File: src/rtl/dir_pkg.sv
package dir_pkg;

  // request opcodes from cores
  localparam logic [1:0] RQ_RD  = 2'd0;
  localparam logic [1:0] RQ_RDX = 2'd1;
  localparam logic [1:0] RQ_WB  = 2'd2;

  // response opcodes from probed cores
  localparam logic [1:0] RS_INVACK = 2'd0;
  localparam logic [1:0] RS_RECALL = 2'd1;
  localparam logic [1:0] RS_FWDACK = 2'd2;

  typedef enum logic [2:0] {
    MSG_DATA   = 3'd0,
    MSG_GRANT  = 3'd1,
    MSG_NACK   = 3'd2,
    MSG_INV    = 3'd3,
    MSG_RECALL = 3'd4,
    MSG_FWD    = 3'd5
  } msg_e;

  typedef enum logic [2:0] {
    LS_I    = 3'd0,
    LS_S    = 3'd1,
    LS_M    = 3'd2,
    LS_BREC = 3'd3,  // waiting for recalled data
    LS_BFWD = 3'd4,  // waiting for forward ack
    LS_BXS  = 3'd5,  // exclusive pending, clean invalidations
    LS_BXM  = 3'd6   // exclusive pending, dirty owner invalidation
  } lstate_e;

endpackage

File: src/rtl/dir_state_table.sv
module dir_state_table
  import dir_pkg::*;
#(
  parameter int NCORE = 4,
  parameter int NLINE = 16,
  parameter int CW    = 2,
  parameter int AW    = 4,
  parameter int KW    = 3
) (
  input  logic             clk,
  input  logic             rst,
  input  logic [AW-1:0]    addr,
  input  logic             we,
  input  lstate_e          w_st,
  input  logic [CW-1:0]    w_own,
  input  logic [NCORE-1:0] w_shr,
  input  logic [CW-1:0]    w_pnd,
  input  logic [KW-1:0]    w_cnt,
  output lstate_e          r_st,
  output logic [CW-1:0]    r_own,
  output logic [NCORE-1:0] r_shr,
  output logic [CW-1:0]    r_pnd,
  output logic [KW-1:0]    r_cnt
);

  lstate_e          st_q  [NLINE];
  logic [CW-1:0]    own_q [NLINE];
  logic [NCORE-1:0] shr_q [NLINE];
  logic [CW-1:0]    pnd_q [NLINE];
  logic [KW-1:0]    cnt_q [NLINE];

  // only the state needs a reset; other fields are written before use
  always_ff @(posedge clk) begin
    if (rst) begin
      for (int i = 0; i < NLINE; i++) st_q[i] <= LS_I;
    end else if (we) begin
      st_q[addr] <= w_st;
    end
  end

  always_ff @(posedge clk) begin
    if (we) begin
      own_q[addr] <= w_own;
      shr_q[addr] <= w_shr;
      pnd_q[addr] <= w_pnd;
      cnt_q[addr] <= w_cnt;
    end
  end

  assign r_st  = st_q[addr];
  assign r_own = own_q[addr];
  assign r_shr = shr_q[addr];
  assign r_pnd = pnd_q[addr];
  assign r_cnt = cnt_q[addr];

endmodule

File: src/rtl/dir_line_mem.sv
module dir_line_mem #(
  parameter int NLINE = 16,
  parameter int DW    = 8,
  parameter int AW    = 4
) (
  input  logic          clk,
  input  logic          we,
  input  logic [AW-1:0] addr,
  input  logic [DW-1:0] wdata,
  output logic [DW-1:0] rdata
);

  logic [DW-1:0] mem_q [NLINE];

  always_ff @(posedge clk) begin
    if (we) mem_q[addr] <= wdata;
  end

  assign rdata = mem_q[addr];

endmodule

File: src/rtl/dir_engine.sv
module dir_engine
  import dir_pkg::*;
#(
  parameter int NCORE = 4,
  parameter int DW    = 8,
  parameter int CW    = 2,
  parameter int KW    = 3
) (
  input  logic             in_req,
  input  logic             in_rsp,
  input  logic [1:0]       in_typ,
  input  logic [CW-1:0]    in_core,
  input  logic [DW-1:0]    in_data,
  input  logic             fwd_mode,
  input  lstate_e          cur_st,
  input  logic [CW-1:0]    cur_own,
  input  logic [NCORE-1:0] cur_shr,
  input  logic [CW-1:0]    cur_pnd,
  input  logic [KW-1:0]    cur_cnt,
  input  logic [DW-1:0]    mem_rdata,
  output logic             tbl_we,
  output lstate_e          n_st,
  output logic [CW-1:0]    n_own,
  output logic [NCORE-1:0] n_shr,
  output logic [CW-1:0]    n_pnd,
  output logic [KW-1:0]    n_cnt,
  output logic             mem_we,
  output logic [DW-1:0]    mem_wdata,
  output logic             m_v,
  output msg_e             m_type,
  output logic [NCORE-1:0] m_dest,
  output logic [CW-1:0]    m_req,
  output logic [DW-1:0]    m_data
);

  logic [NCORE-1:0] core_oh, own_oh, pnd_oh, others;
  logic             busy;

  always_comb begin
    core_oh = '0; core_oh[in_core] = 1'b1;
    own_oh  = '0; own_oh[cur_own]  = 1'b1;
    pnd_oh  = '0; pnd_oh[cur_pnd]  = 1'b1;
    others  = cur_shr & ~core_oh;
    busy    = (cur_st == LS_BREC) || (cur_st == LS_BFWD) ||
              (cur_st == LS_BXS)  || (cur_st == LS_BXM);

    tbl_we = 1'b0; n_st = cur_st; n_own = cur_own; n_shr = cur_shr;
    n_pnd = cur_pnd; n_cnt = cur_cnt;
    mem_we = 1'b0; mem_wdata = in_data;
    m_v = 1'b0; m_type = MSG_DATA; m_dest = '0; m_req = in_core; m_data = mem_rdata;

    if (in_req) begin
      if (in_typ == RQ_RD || in_typ == RQ_RDX) begin
        if (busy) begin                          // refuse, keep entry
          m_v = 1'b1; m_type = MSG_NACK; m_dest = core_oh;
        end else if (in_typ == RQ_RD) begin
          if (cur_st == LS_M && cur_own != in_core) begin
            tbl_we = 1'b1; n_pnd = in_core;      // probe owner only
            m_v = 1'b1; m_dest = own_oh;
            if (fwd_mode) begin
              n_st = LS_BFWD; m_type = MSG_FWD;
            end else begin
              n_st = LS_BREC; m_type = MSG_RECALL;
            end
          end else if (cur_st == LS_M) begin
            m_v = 1'b1; m_dest = core_oh;        // owner re-read
          end else begin
            tbl_we = 1'b1; n_st = LS_S;
            n_shr = (cur_st == LS_I) ? core_oh : (cur_shr | core_oh);
            m_v = 1'b1; m_dest = core_oh;
          end
        end else begin
          if (cur_st == LS_M && cur_own != in_core) begin
            tbl_we = 1'b1; n_st = LS_BXM; n_pnd = in_core;
            n_shr = own_oh; n_cnt = KW'(1);
            m_v = 1'b1; m_type = MSG_INV; m_dest = own_oh;
          end else if (cur_st == LS_S && others != '0) begin
            tbl_we = 1'b1; n_st = LS_BXS; n_pnd = in_core;
            n_shr = others; n_cnt = KW'($countones(others));
            m_v = 1'b1; m_type = MSG_INV; m_dest = others;
          end else begin
            tbl_we = 1'b1; n_st = LS_M; n_own = in_core; n_shr = '0;
            m_v = 1'b1; m_type = MSG_GRANT; m_dest = core_oh;
          end
        end
      end else if (in_typ == RQ_WB && in_core == cur_own) begin
        if (cur_st == LS_M) begin
          tbl_we = 1'b1; n_st = LS_I; n_shr = '0; mem_we = 1'b1;
        end else if (cur_st == LS_BREC || cur_st == LS_BFWD) begin
          tbl_we = 1'b1; n_st = LS_S; n_shr = pnd_oh; mem_we = 1'b1;
          m_v = 1'b1; m_type = MSG_DATA; m_dest = pnd_oh;
          m_req = cur_pnd; m_data = in_data;
        end else if (cur_st == LS_BXM) begin      // data now clean
          tbl_we = 1'b1; n_st = LS_BXS; mem_we = 1'b1;
        end
      end
      // other writebacks fall through untouched
    end else if (in_rsp) begin
      if (in_typ == RS_INVACK && (cur_st == LS_BXS || cur_st == LS_BXM) &&
          cur_shr[in_core]) begin
        tbl_we = 1'b1; n_shr = cur_shr & ~core_oh; n_cnt = cur_cnt - KW'(1);
        mem_we = (cur_st == LS_BXM);
        if (cur_cnt == KW'(1)) begin              // last ack
          n_st = LS_M; n_own = cur_pnd; n_shr = '0;
          m_v = 1'b1; m_type = MSG_GRANT; m_dest = pnd_oh; m_req = cur_pnd;
          m_data = (cur_st == LS_BXM) ? in_data : mem_rdata;
        end
      end else if (in_typ == RS_RECALL && cur_st == LS_BREC && in_core == cur_own) begin
        tbl_we = 1'b1; n_st = LS_S; n_shr = pnd_oh; mem_we = 1'b1;
        m_v = 1'b1; m_type = MSG_DATA; m_dest = pnd_oh;
        m_req = cur_pnd; m_data = in_data;
      end else if (in_typ == RS_FWDACK && cur_st == LS_BFWD && in_core == cur_own) begin
        tbl_we = 1'b1; n_st = LS_S; n_shr = pnd_oh | own_oh; mem_we = 1'b1;
      end
      // anything else is stale and dropped
    end
  end

endmodule

File: src/rtl/dir_home_ctrl.sv
module dir_home_ctrl
  import dir_pkg::*;
#(
  parameter int NCORE = 4,
  parameter int NLINE = 16,
  parameter int DW    = 8,
  localparam int CW   = $clog2(NCORE),
  localparam int AW   = $clog2(NLINE),
  localparam int KW   = $clog2(NCORE + 1)
) (
  input  logic             clk,
  input  logic             rst,
  input  logic             fwd_mode,
  input  logic             req_valid,
  output logic             req_ready,
  input  logic [1:0]       req_type,
  input  logic [CW-1:0]    req_core,
  input  logic [AW-1:0]    req_addr,
  input  logic [DW-1:0]    req_data,
  input  logic             rsp_valid,
  input  logic [1:0]       rsp_type,
  input  logic [CW-1:0]    rsp_core,
  input  logic [AW-1:0]    rsp_addr,
  input  logic [DW-1:0]    rsp_data,
  output logic             msg_valid,
  output logic [2:0]       msg_type,
  output logic [NCORE-1:0] msg_dest,
  output logic [CW-1:0]    msg_req,
  output logic [AW-1:0]    msg_addr,
  output logic [DW-1:0]    msg_data
);

  // responses own the single input slot
  assign req_ready = !rsp_valid;

  logic          s_req, s_rsp;
  logic [1:0]    s_typ;
  logic [CW-1:0] s_core;
  logic [AW-1:0] s_addr;
  logic [DW-1:0] s_data;

  always_comb begin
    s_rsp  = rsp_valid;
    s_req  = req_valid && !rsp_valid;
    s_typ  = rsp_valid ? rsp_type : req_type;
    s_core = rsp_valid ? rsp_core : req_core;
    s_addr = rsp_valid ? rsp_addr : req_addr;
    s_data = rsp_valid ? rsp_data : req_data;
  end

  lstate_e          c_st, w_st;
  logic [CW-1:0]    c_own, c_pnd, w_own, w_pnd;
  logic [NCORE-1:0] c_shr, w_shr;
  logic [KW-1:0]    c_cnt, w_cnt;
  logic             tbl_we, mem_we, m_v;
  logic [DW-1:0]    mem_rdata, mem_wdata, m_data;
  msg_e             m_type;
  logic [NCORE-1:0] m_dest;
  logic [CW-1:0]    m_req;

  dir_state_table #(.NCORE(NCORE), .NLINE(NLINE), .CW(CW), .AW(AW), .KW(KW)) u_tbl (
    .clk(clk), .rst(rst), .addr(s_addr), .we(tbl_we),
    .w_st(w_st), .w_own(w_own), .w_shr(w_shr), .w_pnd(w_pnd), .w_cnt(w_cnt),
    .r_st(c_st), .r_own(c_own), .r_shr(c_shr), .r_pnd(c_pnd), .r_cnt(c_cnt)
  );

  dir_line_mem #(.NLINE(NLINE), .DW(DW), .AW(AW)) u_mem (
    .clk(clk), .we(mem_we), .addr(s_addr), .wdata(mem_wdata), .rdata(mem_rdata)
  );

  dir_engine #(.NCORE(NCORE), .DW(DW), .CW(CW), .KW(KW)) u_eng (
    .in_req(s_req), .in_rsp(s_rsp), .in_typ(s_typ), .in_core(s_core),
    .in_data(s_data), .fwd_mode(fwd_mode),
    .cur_st(c_st), .cur_own(c_own), .cur_shr(c_shr), .cur_pnd(c_pnd),
    .cur_cnt(c_cnt), .mem_rdata(mem_rdata),
    .tbl_we(tbl_we), .n_st(w_st), .n_own(w_own), .n_shr(w_shr), .n_pnd(w_pnd),
    .n_cnt(w_cnt), .mem_we(mem_we), .mem_wdata(mem_wdata),
    .m_v(m_v), .m_type(m_type), .m_dest(m_dest), .m_req(m_req), .m_data(m_data)
  );

  // registered message port (R1: quiet after reset)
  always_ff @(posedge clk) begin
    if (rst) begin
      msg_valid <= 1'b0;
      msg_type  <= '0;
      msg_dest  <= '0;
      msg_req   <= '0;
      msg_addr  <= '0;
      msg_data  <= '0;
    end else begin
      msg_valid <= m_v;
      msg_type  <= m_type;
      msg_dest  <= m_v ? m_dest : '0;
      msg_req   <= m_req;
      msg_addr  <= s_addr;
      msg_data  <= m_data;
    end
  end

endmodule

File: config.mk
export PLATFORM = sky130hd
export DESIGN_NAME = dir_home_ctrl
export DESIGN_NICKNAME = d
export VERILOG_FILES = /design/src/rtl/dir_pkg.sv /design/src/rtl/dir_state_table.sv /design/src/rtl/dir_line_mem.sv /design/src/rtl/dir_engine.sv /design/src/rtl/dir_home_ctrl.sv
export SDC_FILE = /design/constraint.sdc
export NUM_CORES = 1
export LEC_CHECK = 0
export BUFFER_PORTS_ARGS = -buffer_cell sky130_fd_sc_hd__buf_2
export CAP_MARGIN = 10
export CORE_ASPECT_RATIO = 0.5
export CORE_MARGIN = 10
export CORE_UTILIZATION = 62
export CTS_CLUSTER_SIZE = 20
export DETAILED_ROUTE_END_ITERATION = 7
export GPL_TIMING_DRIVEN = 0
export PLACE_DENSITY = 0.8
export SYNTH_ARGS = -nofsm -noshare
export SYNTH_HDL_FRONTEND = slang
export SYNTH_SLANG_ARGS = --single-unit
File: constraint.sdc
create_clock -name clk -period 7.8 [get_ports clk]
set_input_delay 0.39 -clock clk [delete_from_list [all_inputs] [get_ports clk]]
set_output_delay 0.39 -clock clk [all_outputs]
set_load 0.03 [all_outputs]
* Yosys cells after proc, flatten, opt, wreduce, memory -nomap -nowiden
Memories as Yosys holds them, arrays and structs flattened. Index checks and enable logic that the tools add are counted.
Storage, ports and cells: bits in registers 22, bits in latches 0, RAM bits 352, memory bits (read-only) 0, bits of input ports 37, output and inout bits 23, logic and storage cells 215, memories kept 6
Cells by class: add/sub/neg operators 4, $mul 0, div/mod/pow operators 0, $lt $le $gt $ge 6, eq/ne operators 11, shift-type cells 0, muxes and demuxes 153, bitwise logic cells 5, reductions and logical operators 24
Memory list:
- u_mem.mem_q | words 16, bits a word 8, read ports 1, clocked after memory_dff 0, wr ports 1, line dir_line_mem.sv:13 | logic [DW-1:0] mem_q [NLINE];
- u_tbl.shr_q | words 16, bits a word 4, read ports 1, clocked after memory_dff 0, wr ports 1, line dir_state_table.sv:28 | logic [NCORE-1:0] shr_q [NLINE];
- u_tbl.cnt_q | words 16, bits a word 3, read ports 1, clocked after memory_dff 0, wr ports 1, line dir_state_table.sv:30 | logic [KW-1:0] cnt_q [NLINE];
- u_tbl.st_q | words 16, bits a word 3, read ports 1, clocked after memory_dff 0, wr ports 16, line dir_state_table.sv:26 | lstate_e st_q [NLINE];
- u_tbl.own_q | words 16, bits a word 2, read ports 1, clocked after memory_dff 0, wr ports 1, line dir_state_table.sv:27 | logic [CW-1:0] own_q [NLINE];
- u_tbl.pnd_q | words 16, bits a word 2, read ports 1, clocked after memory_dff 0, wr ports 1, line dir_state_table.sv:29 | logic [CW-1:0] pnd_q [NLINE];
Operators with widths (number):
- $mux 4 | 33
- $mux 3 | 34
- $mux 8 | 11
- $mux 2 | 28
- $mux 1 | 43
- $logic_and 1x1->1 | 13
- $eq 3x3->1 const B | 3
- $lt 2x3->1 const B | 3
- $or 4x4->4 | 2
- $demux 1 s2 | 3
- $eq 3x1->1 const B | 2
- $eq 3x2->1 const B | 2
- $ge 2x1->1 const B | 3
- $logic_or 1x1->1 | 5
- $add 1x1->2 | 2
- $and 4x4->4 | 1
- $not 4->4 | 1
- $reduce_bool 4->1 | 1
- $add 3x3->3 | 1
- $logic_not 3->1 | 1
- $reduce_or 3->1 | 1
- $sub 3x1->3 const B | 1
- $bmux 1 s2 | 1
- $eq 2x1->1 const B | 1
- other kinds (7) | 7

* Longest topological paths before layout
Gate-level depths: netlist of run 1.
depth in word-level cells 16, mapped depth 18, mapped depth without buffers 13

* By module
From an unflattened synthesis of run 1, not the netlist that was laid out.
Second synthesis, totals: cell total of the unflattened synthesis 1052, area, all modules 16782.3 sq um
By module, submodules not included:
- dir_state_table | instances 1, cells an instance 464, area an instance 9085.0 sq um, sequential area each 6726.5 sq um
- dir_line_mem | instances 1, cells an instance 222, area an instance 4907.2 sq um, sequential area each 3843.7 sq um
- dir_engine | instances 1, cells an instance 301, area an instance 1966.9 sq um, sequential area each 0.0 sq um
- dir_home_ctrl | instances 1, cells an instance 65, area an instance 823.3 sq um, sequential area each 440.4 sq um

* Least setup slack after synthesis of run 1
No wires, ideal clock.
path kind input to register, start input port rsp_valid, end memory u_tbl.cnt_q[0][0], data pin, library setup time 0.419 ns, arrival time 4.209 ns, data required time 7.381 ns, slack 3.172 ns, stages on the path 9, path buffers 4, cell sequence buf_6 -> mux2i_4 -> buf_4 -> buf_1 -> buf_1 -> mux4_2 -> a22oi_1 -> nand2_1 -> o311ai_0
Between the ends: cells in the longest elaborated chain, start to end 15, elaborated cells between the ends (all ways) 49, those cells by class add/sub: 4; order compare: 2; eq/ne: 8; mux: 15; bitwise: 2; reduce/logical: 14; memory: 4
Ends and longest elaborated chain:
- from (decl) | line dir_home_ctrl.sv:20 | input logic rsp_valid,
- $mux 2 | line dir_home_ctrl.sv:46 | s_core = rsp_valid ? rsp_core : req_core;
- $lt 2x3->1 (implied by the code) / $ge 2x1->1 (equally long branches) | line dir_engine.sv:40 | core_oh = '0; core_oh[in_core] = 1'b1;
- $logic_and 1x1->1 (implied by the code) | line dir_engine.sv:40
- $mux 1 (implied by the code) | line dir_engine.sv:40
- $demux 1 s2
- $not 4->4 | line dir_engine.sv:43 | others = cur_shr & ~core_oh;
- $and 4x4->4 | line dir_engine.sv:43
- $add 1x1->2 (implied by the code) / $reduce_bool 4->1 (equally long branches) | line dir_engine.sv:79, dir_engine.sv:77
- $add 3x3->3 (implied by the code) / $logic_and 1x1->1 (equally long branches) | line dir_engine.sv:79, dir_engine.sv:77
- $mux 3 | line dir_engine.sv:77 | end else if (cur_st == LS_S && others != '0) begin
- $mux 3 | line dir_engine.sv:73 | if (cur_st == LS_M && cur_own != in_core) begin
- $mux 3 | line dir_engine.sv:56 | end else if (in_typ == RQ_RD) begin
- $mux 3 | line dir_engine.sv:54 | if (busy) begin
- $mux 3 | line dir_engine.sv:53 | if (in_typ == RQ_RD || in_typ == RQ_RDX) begin
- $mux 3 (*) | line dir_engine.sv:52 | if (in_req) begin
- via u_eng.n_cnt[0] | line dir_engine.sv:26 | output logic [KW-1:0] n_cnt,
- to (decl) | line dir_state_table.sv:30
The timed path passes the listed nets; every way through them passes the cells marked *. The select of a mux whose other input is x is not followed.

* Worst setup path in the final report of run 1
start input port rsp_valid, end memory u_tbl.pnd_q[12][1], data pin
Between the ends: cells in the longest elaborated chain, start to end 15, elaborated cells between the ends (all ways) 39, those cells by class order compare: 2; eq/ne: 8; mux: 12; bitwise: 2; reduce/logical: 11; memory: 4
Ends and longest elaborated chain:
- $mux 2 | line dir_home_ctrl.sv:46
- $lt 2x3->1 (implied by the code) / $ge 2x1->1 (equally long branches) | line dir_engine.sv:40
- $logic_and 1x1->1 (implied by the code) | line dir_engine.sv:40
- $mux 1 (implied by the code) | line dir_engine.sv:40
- $demux 1 s2
- $not 4->4 | line dir_engine.sv:43
- $and 4x4->4 | line dir_engine.sv:43
- $reduce_bool 4->1 | line dir_engine.sv:77
- $logic_and 1x1->1 | line dir_engine.sv:77
- $mux 2 | line dir_engine.sv:77
- $mux 2 | line dir_engine.sv:73
- $mux 2 | line dir_engine.sv:56
- $mux 2 | line dir_engine.sv:54
- $mux 2 | line dir_engine.sv:53
- $mux 2 (*) | line dir_engine.sv:52
- via u_eng.n_pnd[1] | line dir_engine.sv:25 | output logic [CW-1:0] n_pnd,
- to (decl) | line dir_state_table.sv:29
The timed path passes the listed nets; every way through them passes the cells marked *.

==> reports/results.ini, run 1 <==
[finish]
area_growth_pct = 11.1
n_fill_cell = 1799
layout-drive-gt1-share_pct = 21.1
n_antenna_cell = 0
multi_input_area_um2 = 5810
final_area_um2 = 19200
final_core_util_pct = 69.7
final_nets = 1348
regArea_um2 = 11000

[detailed_routing]
remaining_drc_errors = 0
via_per_inst = 7.21
wire_per_inst_um = 31.0
dr.first_iter.drc_count = 2117
routed_wl_um = 52900
firstDrtPassIters = 7
ant_nets = 0
vias = 12300

[setup_path]
cpPeakStageDelay_ns = 0.97
end_kind = flip-flop
r2r_slack_ns = 2.09
crit_path_top_delay_cell = a21oi_1
worstPathMaxFanout = 16
reg2reg_from = u_tbl.shr_q[6][0]
r2r_end = u_tbl.pnd_q[12][1]
cp_data_arrival_time_ns = 6.62
rr_worst_depth = 12
cp-start-kind = primary input
path_buf_inv = 6
critPathRequiredTime_ns = 8.03
critPathTopFamily = compound AO/OA/AOI/OAI gates
path_class = primary input to flip-flop
crit_chain = buf_6 > buf_4 > nand2b_1 > o22a_1 > buf_1 > a41oi_1 > nor4_1 > inv_1 > a21oi_1 > inv_1 > ha_1 > a2111oi_2 > and2_0 > clkbuf_1 > o21ai_0 > a21oi_1

[placed_design]
dp_hpwl_um = 36600
placement.io_buffers = 56
place_ws_ns = 0.769
placed_area_um2 = 18200
gp_congestion = 1.02

[synthesis]
synth_edf_count = 352
yosys_warnings = 0
syn_inst = 1194
yosysTopAreaCell = edfxtp_1
synth_common_cells = 352 x edfxtp_1, 74 x nor2_1, 61 x o21ai_0, 59 x mux4_2, 54 x nand2_1
synth_flop_cell = edfxtp_1
ys_types = 86
syn-cell-area_um2 = 17300
seq_area_frac_synth_pct = 63.6
synth_nets = 1239
synthArstFlopShare_pct = 0
avgSynthCellArea_um2 = 14.5
netlist.area_leader.share_pct = 61.0
ys_ff_latch = 374
yosysMostFrequentCell = edfxtp_1
synth.area.top_cells = edfxtp_1 61%, mux4_2 7.7%, dfxtp_1 2.5%, o21ai_0 1.8%, nor2_1 1.6%

[power]
ir_drop_uv = 245
power_mw = 4.48
leakage_nw = 6.27
power.density_nw_per_um2 = 233

[min_path]
worstHoldEndpoint = msg_addr[1]
hold_class = primary input to flip-flop
min-delay-start = rst
holdPathStages = 2

[timing]
timing.final.ws_setup_ns = 1.41
fmax_mhz = 156
clock-skew-final_ns = 0.0224
rsz0062_at_grt = no
maxSlewHeadroom_pct = 11.1
post-route-period-util_pct = 81.9
setup_viol = 0
finalMaxSlewViolations = 0
final_hold_viol_count = 0
period_minus_slack_ns = 6.39
worst_slew_pin_slew_ns = 1.32
setup_tns_ns = 0

[grt]
overflow = 0
grt_pass1_vias = 12000
grtUsageTotal_pct = 29.0
antenna_found_initial = 0
grt_pass1_wl_um = 78100
grt_start_max_net_pins = 18

[clock_network]
cts_resized = 0
cts_tree = yes
h-tree-depth = 1
post_cts_buffers = 0
clk_pin_slew_worst_paths_ns = 0.07
root_buffer = clkbuf_16
ctsLongestPathBuffers = 3
cts_sinks = 374
worstSkewPairLatency_ns = 0.60
ctsHoldBuffers = 0
cts_buffers = 31

[floorplan]
io_pins = 60
die_y_um = 138
rows = 43
fp.dieW_um = 256
initial_utilization_pct = 62.7
core_um2 = 27600
fp.dieArea_um2 = 35400

[run]
maxCapViolations = 0

[run_status]
status = finished clean

## stage by stage
step | hold slack [ns] | cells
after floorplan | 0.474 | 1194
after global placement | 0.712 | 1632
after detailed placement | 0.703 | 1641
after CTS | 0.0865 | 1699
after global routing | 0.105 | 1710
final | 0.117 | 1710
## sequential cells by signal (all words and copies together) (netlist names)
name and cells:
msg_dest 4, u_mem.mem_q 128, msg_data 8, u_tbl.shr_q 64
u_tbl.pnd_q 32, msg_addr 4, msg_valid 1, msg_req 2
u_tbl.st_q 48, u_tbl.own_q 32, u_tbl.cnt_q 48, msg_type 3
## layer usage
| layer | track usage (%) | up-vias | routed length [µm] |
|---|---|---|---|
| li1 | - | 5063 | - |
| met1 | 40.7 | 6152 | 20400 |
| met2 | 45.5 | 1001 | 24200 |
| met3 | 6.43 | 114 | 6990 |
| met4 | 7.29 | 0 | 1340 |
| met5 | 0 | - | 0 |
## power by group
group | leakage, nW | switching (mW) | internal [mW]
Combinational | 2.39 | 0.477 | 0.193
Clock | 0.473 | 0.739 | 0.800
Sequential | 3.41 | 0.00721 | 2.26
Total | 6.27 | 1.22 | 3.26
## final cells by class
cell class / count / area share (%)
well taps: 382 / 2.48
repair buffers: 76 / 2.29
flip-flops and latches: 374 / 57.2
clock buffers: 35 / 4.11
clock inverters: 23 / 0.936
multi-input cells: 710 / 30.2
plain buffers: 94 / 2.47
inverters: 16 / 0.312
## how the worst max path moves through the flow
stage,start,to,slack [ns],cells past startpoint
floorplan,rsp_valid,u_tbl.cnt_q[0][0],3.17,9
global placement,rsp_valid,u_tbl.shr_q[6][1],0.49,14
detailed placement,rsp_valid,u_tbl.cnt_q[3][2],0.77,16
CTS,rsp_valid,u_tbl.cnt_q[0][2],1.33,16
global route,rsp_valid,u_tbl.pnd_q[12][1],1.21,16
finish,rsp_valid,u_tbl.pnd_q[12][1],1.41,16
## cell usage in the layout, fill, tap and decap left out, drive strengths merged, types with 6 or more instances in the layout
cell type	instances
a41oi	22
nor2	75
nor3	33
edfxtp	352
xnor2	8
a22oi	29
o2111ai	9
o21ai	70
nor4	23
nand2	54
o22ai	9
dfxtp	22
and2	8
clkinv	18
nand4	6
buf	131
inv	17
a211oi	17
a311o	9
a21o	35
clkbuf	74
or3	6
o21bai	34
mux4	59
mux2	12
a21oi	26
a2111oi	11
o211ai	6
nand3	23
mux2i	21
ha	7
a31oi	10
## logic make-up after synthesis
| logic type | Yosys count | share of synthesized area, % |
|---|---|---|
| AOI/OAI and AO/OA | 334 | 14.1 |
| xor gates and xnor gates | 8 | 0.405 |
| adders and majority gates | 9 | 0.679 |
| buffers and inverters | 110 | 3.09 |
| DFF | 374 | 63.6 |
| muxes | 92 | 9.74 |
| and+or+nand+nor | 267 | 8.37 |
(Power assumes the default switching activity.)
==> inputs of run 2 (changes only) <==
clock period = 6 ns   (was 7.8 ns; I/O delays follow)
==> run 2 against run 1 <==
Total power up 30%. Flip-flop and latch count unchanged. Critical path depth decreased by 1. Sequential share of layout area shrank 0.074 points. Non-clock buffer count down 1. Largest cell class unchanged. Setup slack got worse by 1.3 ns. Sequential power increased by 30%. Cell count about the same. First-iteration DRC count grew 2.0%. Routed wire length is 0.36% lower. Highest routed layer unchanged. Via count about the same.
==> reports/results.ini, run 2 (synthesis gave the netlist of run 1 again) <==
[placed_design]
dp_hpwl_um = 36600  ; unchanged
place_ws_ns = -0.941  ; -1.71 ns
gp_congestion = 1.02  ; unchanged
placed_area_um2 = 18200  ; unchanged
placement.io_buffers = 56  ; unchanged
place_inst = 1641  ; unchanged

[power]
power_frac_seq_pct = 50.7  ; about the same
leakage_nw = 6.27  ; about the same
swShare_pct = 27.3  ; -0.036 points
power_mw = 5.82  ; +30%
power.share.clock_pct = 34.3  ; about the same
p_int_mw = 4.23  ; +30%
p_switching_mw = 1.59  ; +30%
combPwrFrac_pct = 15.0  ; about the same
power.density_nw_per_um2 = 302  ; +30%
ir_drop_uv = 318  ; +30%

[clock_network]
cts_sinks = 374  ; unchanged
cts_buffers = 31  ; unchanged
clk_pin_slew_worst_paths_ns = 0.07  ; about the same
post_cts_buffers = 0  ; unchanged
worstSkewPairLatency_ns = 0.60  ; about the same
h-tree-depth = 1  ; unchanged
root_buffer = clkbuf_16
cts_tree = yes
ctsLongestPathBuffers = 3  ; unchanged

[setup_path]
crit_chain = buf_6 > buf_2 > nor2_1 > a22oi_1 > clkbuf_1 > a41oi_1 > nor4_1 > nand2_1 > ha_1 > a2111oi_2 > and2_0 > clkbuf_1 > nand2_1 > o221ai_1 > a21boi_2
r2r_slack_ns = 0.71  ; -1.38 ns
reg2reg_from = u_tbl.shr_q[3][1]
rr_worst_depth = 11  ; -1
crit_path_top_delay_cell = nor4_1
path_class = primary input to flip-flop
cpPeakStageDelay_ns = 1.15  ; +0.18 ns
critPathRequiredTime_ns = 6.27  ; -1.76 ns
end_kind = flip-flop
cp-start-kind = primary input
cp_data_arrival_time_ns = 6.14  ; -0.48 ns
r2r_end = u_tbl.cnt_q[3][2]
worstPathMaxFanout = 16  ; unchanged

[grt]
grt_pass1_vias = 12100  ; +0.058%
antenna_found_initial = 0  ; unchanged
grt_pass1_wl_um = 78100  ; about the same
grt_busiest_layer = met2
grtUsageMet1_pct = 40.7  ; about the same
grtUsageMet3_pct = 6.45  ; +0.018 points
grt_start_max_net_pins = 18  ; unchanged
overflow = 0  ; unchanged
groute.layer.met2.usage_pct = 45.5  ; unchanged
grtUsageTotal_pct = 29.0  ; about the same

[detailed_routing]
firstDrtPassIters = 6  ; -1
vias = 12300  ; +0.041%
wire_per_inst_um = 30.9  ; -0.30%
via_per_inst = 7.22  ; about the same
routed_wl_um = 52800  ; -0.36%
dr.first_iter.drc_count = 2159  ; +2.0%
ant_nets = 0  ; unchanged
remaining_drc_errors = 0  ; unchanged

[min_path]
hold_class = primary input to flip-flop
holdPathStages = 3  ; +1
worstHoldEndpoint = msg_addr[2]
min-delay-start = rsp_addr[2]

[floorplan]
rows = 43  ; unchanged
io_pins = 60  ; unchanged
fp.dieArea_um2 = 35400  ; unchanged
fp.dieW_um = 256  ; unchanged
core_um2 = 27600  ; unchanged
initial_utilization_pct = 62.7  ; unchanged
die_y_um = 138  ; unchanged

[timing]
period_minus_slack_ns = 5.86
rsz0062_at_grt = no
post-route-period-util_pct = 97.7
setup_tns_ns = 0  ; unchanged
final_hold_viol_count = 0  ; unchanged
fmax_mhz = 171
clock-skew-final_ns = 0.0240  ; +0.00165 ns
timing.final.ws_setup_ns = 0.135  ; -1.27 ns
maxSlewHeadroom_pct = 7.44  ; -3.6 points
setup_viol = 0  ; unchanged
finalMaxSlewViolations = 0  ; unchanged
timing.hold.ws_ns = 0.0980  ; -0.0192 ns
worst_slew_pin_slew_ns = 1.39  ; +0.0666 ns

[finish]
final_core_util_pct = 69.8  ; +0.091 points
area_growth_pct = 11.3
top_register = u_mem.mem_q
layout_commonest_cell = edfxtp_1
n_antenna_cell = 0  ; unchanged
layout-drive-gt1-share_pct = 21.5  ; +0.39 points
stdcell_count = 1709  ; -0.058%
top_regs = u_mem.mem_q (128), u_tbl.shr_q (64)
final_nets = 1347  ; -0.074%
largest_reg_flops = 128  ; unchanged
final_area_um2 = 19300  ; +0.13%
final_cell_mix = 352 x edfxtp_1, 88 x buf_2, 70 x nor2_1

[run_status]
status = finished clean

[run]
maxCapViolations = 0  ; unchanged

[run 2: cell count changes in the layout (fill, tap and decap cells not counted), moves of 2 or more]
cell | before | now
a21oi_1 | 25 | 23
nor4_2 | 6 | 8
nor4_1 | 16 | 14
a21oi_2 | 0 | 2
[run 2: power groups by stage]
stage	clock (mW)	combinational, mW	sequential [mW]
floorplan	0	0.507	3.03
global placement	0	0.803	3.01
detailed placement	0	0.825	3.01
CTS	1.99	0.832	2.95
global route	2.08	0.916	2.95
finish	2.00	0.872	2.95
[run 2: final cells by class]
cell class                      count  area [µm²]
Clock buffer                       35         791
Inverter                           16        60.1
Sequential cell                   374       11000
Timing Repair Buffer               75         432
Buffer                             94         475
Fill cell                        1796        8330
Clock inverter                     23         180
Multi-Input combinational cell    710        5840
Tap cell                          382         478
[run 2: worst max-delay path by stage]
stage                           start           endpoint  slack [ns]  cells after the start
after floorplan             rsp_valid  u_tbl.cnt_q[0][0]        1.46                      9
after global placement      rsp_valid  u_tbl.shr_q[6][1]       -1.22                     14
after detailed placement    rsp_valid  u_tbl.cnt_q[3][2]       -0.94                     16
after CTS                 req_addr[0]  u_tbl.pnd_q[4][1]       0.004                     16
after global routing        rsp_valid  u_tbl.cnt_q[2][2]        0.04                     15
final                       rsp_valid  u_tbl.cnt_q[3][2]        0.14                     15
[run 2: worst max-delay path, delay by kind of cell]
family / cells / cell delay [ns]
AO/OA/AOI/OAI: 5 / 2.11
adder cells (fa/ha/maj): 1 / 0.34
buffers and inverters: 4 / 1.33
AND/OR/NAND/NOR: 5 / 2.03
[run 2: routing by layer]
metal,wire length (µm),part of all wire (%),vias up
met5,0,0,-
met4,1230,2.3,0
met3,7030,13,101
met2,24200,46,986
met1,20300,38,6184
li1,-,-,5064
[run 2: what timing repair did]
item	4_1_cts	5_1_grt
gates resized for setup	2	5
hold buffers	1	0
endpoints found under the hold margin	1	0
endpoints found under the setup margin	48	64
==> inputs of run 3 (changes only) <==
CORE_MARGIN = 5   (was 10)
SLEW_MARGIN = 20   (was default)
==> run 3 against run 2 <==
Cell count decreased by 0.82%. Core utilization increased by 0.36 points. Largest cell class unchanged. First-iteration DRC count increased by 4.1%.
==> reports/results.ini, run 3 (synthesis gave the netlist of run 1 again) <==
[run_status]
status = finished clean

[finish]
layout-drive-gt1-share_pct = 22.7  ; +1.2 points
stdcell_count = 1695  ; -0.82%
layout_commonest_cell = edfxtp_1
area_growth_pct = 11.9
n_antenna_cell = 0  ; unchanged
final_nets = 1333  ; -1.0%
top_regs = u_mem.mem_q (128), u_tbl.shr_q (64)
top_register = u_mem.mem_q
multi_input_area_um2 = 5920  ; +1.4%
final_cell_mix = 352 x edfxtp_1, 85 x buf_2, 61 x o21ai_0
largest_reg_flops = 128  ; unchanged
n_fill_cell = 1829  ; +1.8%
regArea_um2 = 11000  ; unchanged

[timing]
setup_viol = 0  ; unchanged
maxSlewHeadroom_pct = 18.9  ; +11 points
clock-skew-final_ns = 0.0188  ; -0.00519 ns
worst_slew_pin_slew_ns = 1.21  ; -0.181 ns
period_minus_slack_ns = 5.68  ; -0.189 ns
timing.hold.ws_ns = 0.116  ; +0.0176 ns
final_hold_viol_count = 0  ; unchanged
fmax_mhz = 176  ; +3.3%
rsz0062_at_grt = no
post-route-period-util_pct = 94.6  ; -3.1 points
timing.final.ws_setup_ns = 0.324  ; +0.189 ns
finalMaxSlewViolations = 0  ; unchanged

[floorplan]
rows = 43  ; unchanged
fp.dieArea_um2 = 31600  ; -11%
initial_utilization_pct = 62.7  ; unchanged
die_y_um = 128  ; -7.2%
core_um2 = 27600  ; unchanged
io_pins = 60  ; unchanged
fp.dieW_um = 246  ; -3.9%

[grt]
grtUsageTotal_pct = 33.9  ; +4.8 points
grt_start_max_net_pins = 18  ; unchanged
grt_pass1_wl_um = 78400  ; +0.40%
grt_pass1_vias = 12100  ; +0.78%
antenna_found_initial = 0  ; unchanged
overflow = 0  ; unchanged

[clock_network]
post_cts_buffers = 0  ; unchanged
root_buffer = clkbuf_16
ctsLongestPathBuffers = 3  ; unchanged
cts_tree = yes
cts_sinks = 374  ; unchanged
clk_pin_slew_worst_paths_ns = 0.07  ; about the same
worstSkewPairLatency_ns = 0.59  ; about the same
cts_buffers = 31  ; unchanged
h-tree-depth = 1  ; unchanged

[detailed_routing]
via_per_inst = 7.27  ; +0.76%
firstDrtPassIters = 6  ; unchanged
remaining_drc_errors = 0  ; unchanged
dr.first_iter.drc_count = 2247  ; +4.1%
routed_wl_um = 53300  ; +1.1%
wire_per_inst_um = 31.5  ; +1.9%
vias = 12300  ; -0.065%
ant_nets = 0  ; unchanged

[power]
power.density_nw_per_um2 = 311  ; +3.0%
leakage_nw = 6.27  ; about the same
ir_drop_uv = 225  ; -29%

[setup_path]
cp_data_arrival_time_ns = 5.95  ; -0.19 ns
critPathRequiredTime_ns = 6.27  ; about the same
crit_chain = buf_6 > buf_2 > o32a_1 > clkbuf_1 > a41oi_1 > nor4_2 > nand2_1 > ha_1 > a2111oi_2 > and2_0 > clkbuf_1 > nand2_1 > o221ai_1 > a21boi_2
worstPathMaxFanout = 16  ; unchanged
end_kind = flip-flop
cpPeakStageDelay_ns = 0.95  ; -0.20 ns
path_buf_inv = 4  ; unchanged
cp-start-kind = primary input
r2r_slack_ns = 0.99  ; +0.28 ns
crit_path_top_delay_cell = a2111oi_2
path_class = primary input to flip-flop
critPathTopFamily = compound AO/OA/AOI/OAI gates

[min_path]
hold_class = primary input to flip-flop

[run]
maxCapViolations = 0  ; unchanged

[placed_design]
gp_congestion = 1.01  ; -1.5%
place_ws_ns = -0.734  ; +0.207 ns
placement.io_buffers = 56  ; unchanged
place_inst = 1636  ; -0.30%
dp_hpwl_um = 36500  ; -0.23%

==> run 3: metal layers <==
metal | global-route usage (%) | share of wire [%] | vias to the layer above
li1 | - | - | 5045
met1 | 47.8 | 38 | 6144
met2 | 53.4 | 46 | 992
met3 | 8.79 | 13 | 146
met4 | 9.34 | 3.1 | 0
met5 | 0 | 0 | -
==> run 3: where the power goes <==
group | total [mW] | leakage [nW] | internal (mW) | switching, mW
clock network | 2.19 | 0.533 | 1.23 | 0.957
registers | 2.95 | 3.41 | 2.94 | 0.00895
logic | 0.883 | 2.33 | 0.253 | 0.631
total | 6.02 | 6.27 | 4.43 | 1.60
==> run 3: path summary, 6_finish.rpt <==
kind | endpoint | cells after the start | startpoint
worst max-delay path | u_tbl.cnt_q[2][2] | 14 | rsp_valid
worst min-delay path | msg_addr[2] | 3 | rsp_addr[2]
worst max register to register | u_tbl.cnt_q[2][2] | 11 | u_tbl.shr_q[6][3]
worst min register to register | msg_data[5] | 4 | u_mem.mem_q[10][5]
==> run 3: worst register-to-register path, cell delays in order (launching register included) <==
cell and delay [ns]:
edfxtp_1 0.32, o21bai_1 0.10, a41oi_1 0.36, nor4_2 0.85, nand2_1 0.23, ha_1 0.33
a2111oi_2 0.95, and2_0 0.22, clkbuf_1 0.32, nand2_1 0.14, o221ai_1 0.20, a21boi_2 0.67
==> run 3: cell type report <==
type / instances / share of cell area (%)
multi-input cells: 710 / 30.6
well taps: 382 / 2.47
inverters: 16 / 0.310
flip-flops and latches: 374 / 56.9
repair buffers: 61 / 1.69
clock inverters: 16 / 1.14
clock buffers: 42 / 4.48
plain buffers: 94 / 2.49
==> run 3: through the flow <==
step	setup TNS (ns)	util (%)	power, mW	instance area, µm²
floorplan	0	-	3.53	17300
global placement	-123.26	65.5	3.82	18100
detailed placement	-33.65	66.1	3.85	18200
CTS	0	70.1	5.98	19300
global route	0	70.2	6.17	19400
finish	0	70.2	6.02	19400
==> run 3: what timing repair did <==
action	4_1_cts	5_1_grt
resized for setup	1	5
endpoints found under the hold margin	2	0
endpoints found under the setup margin	16	74
hold buffers	1	0
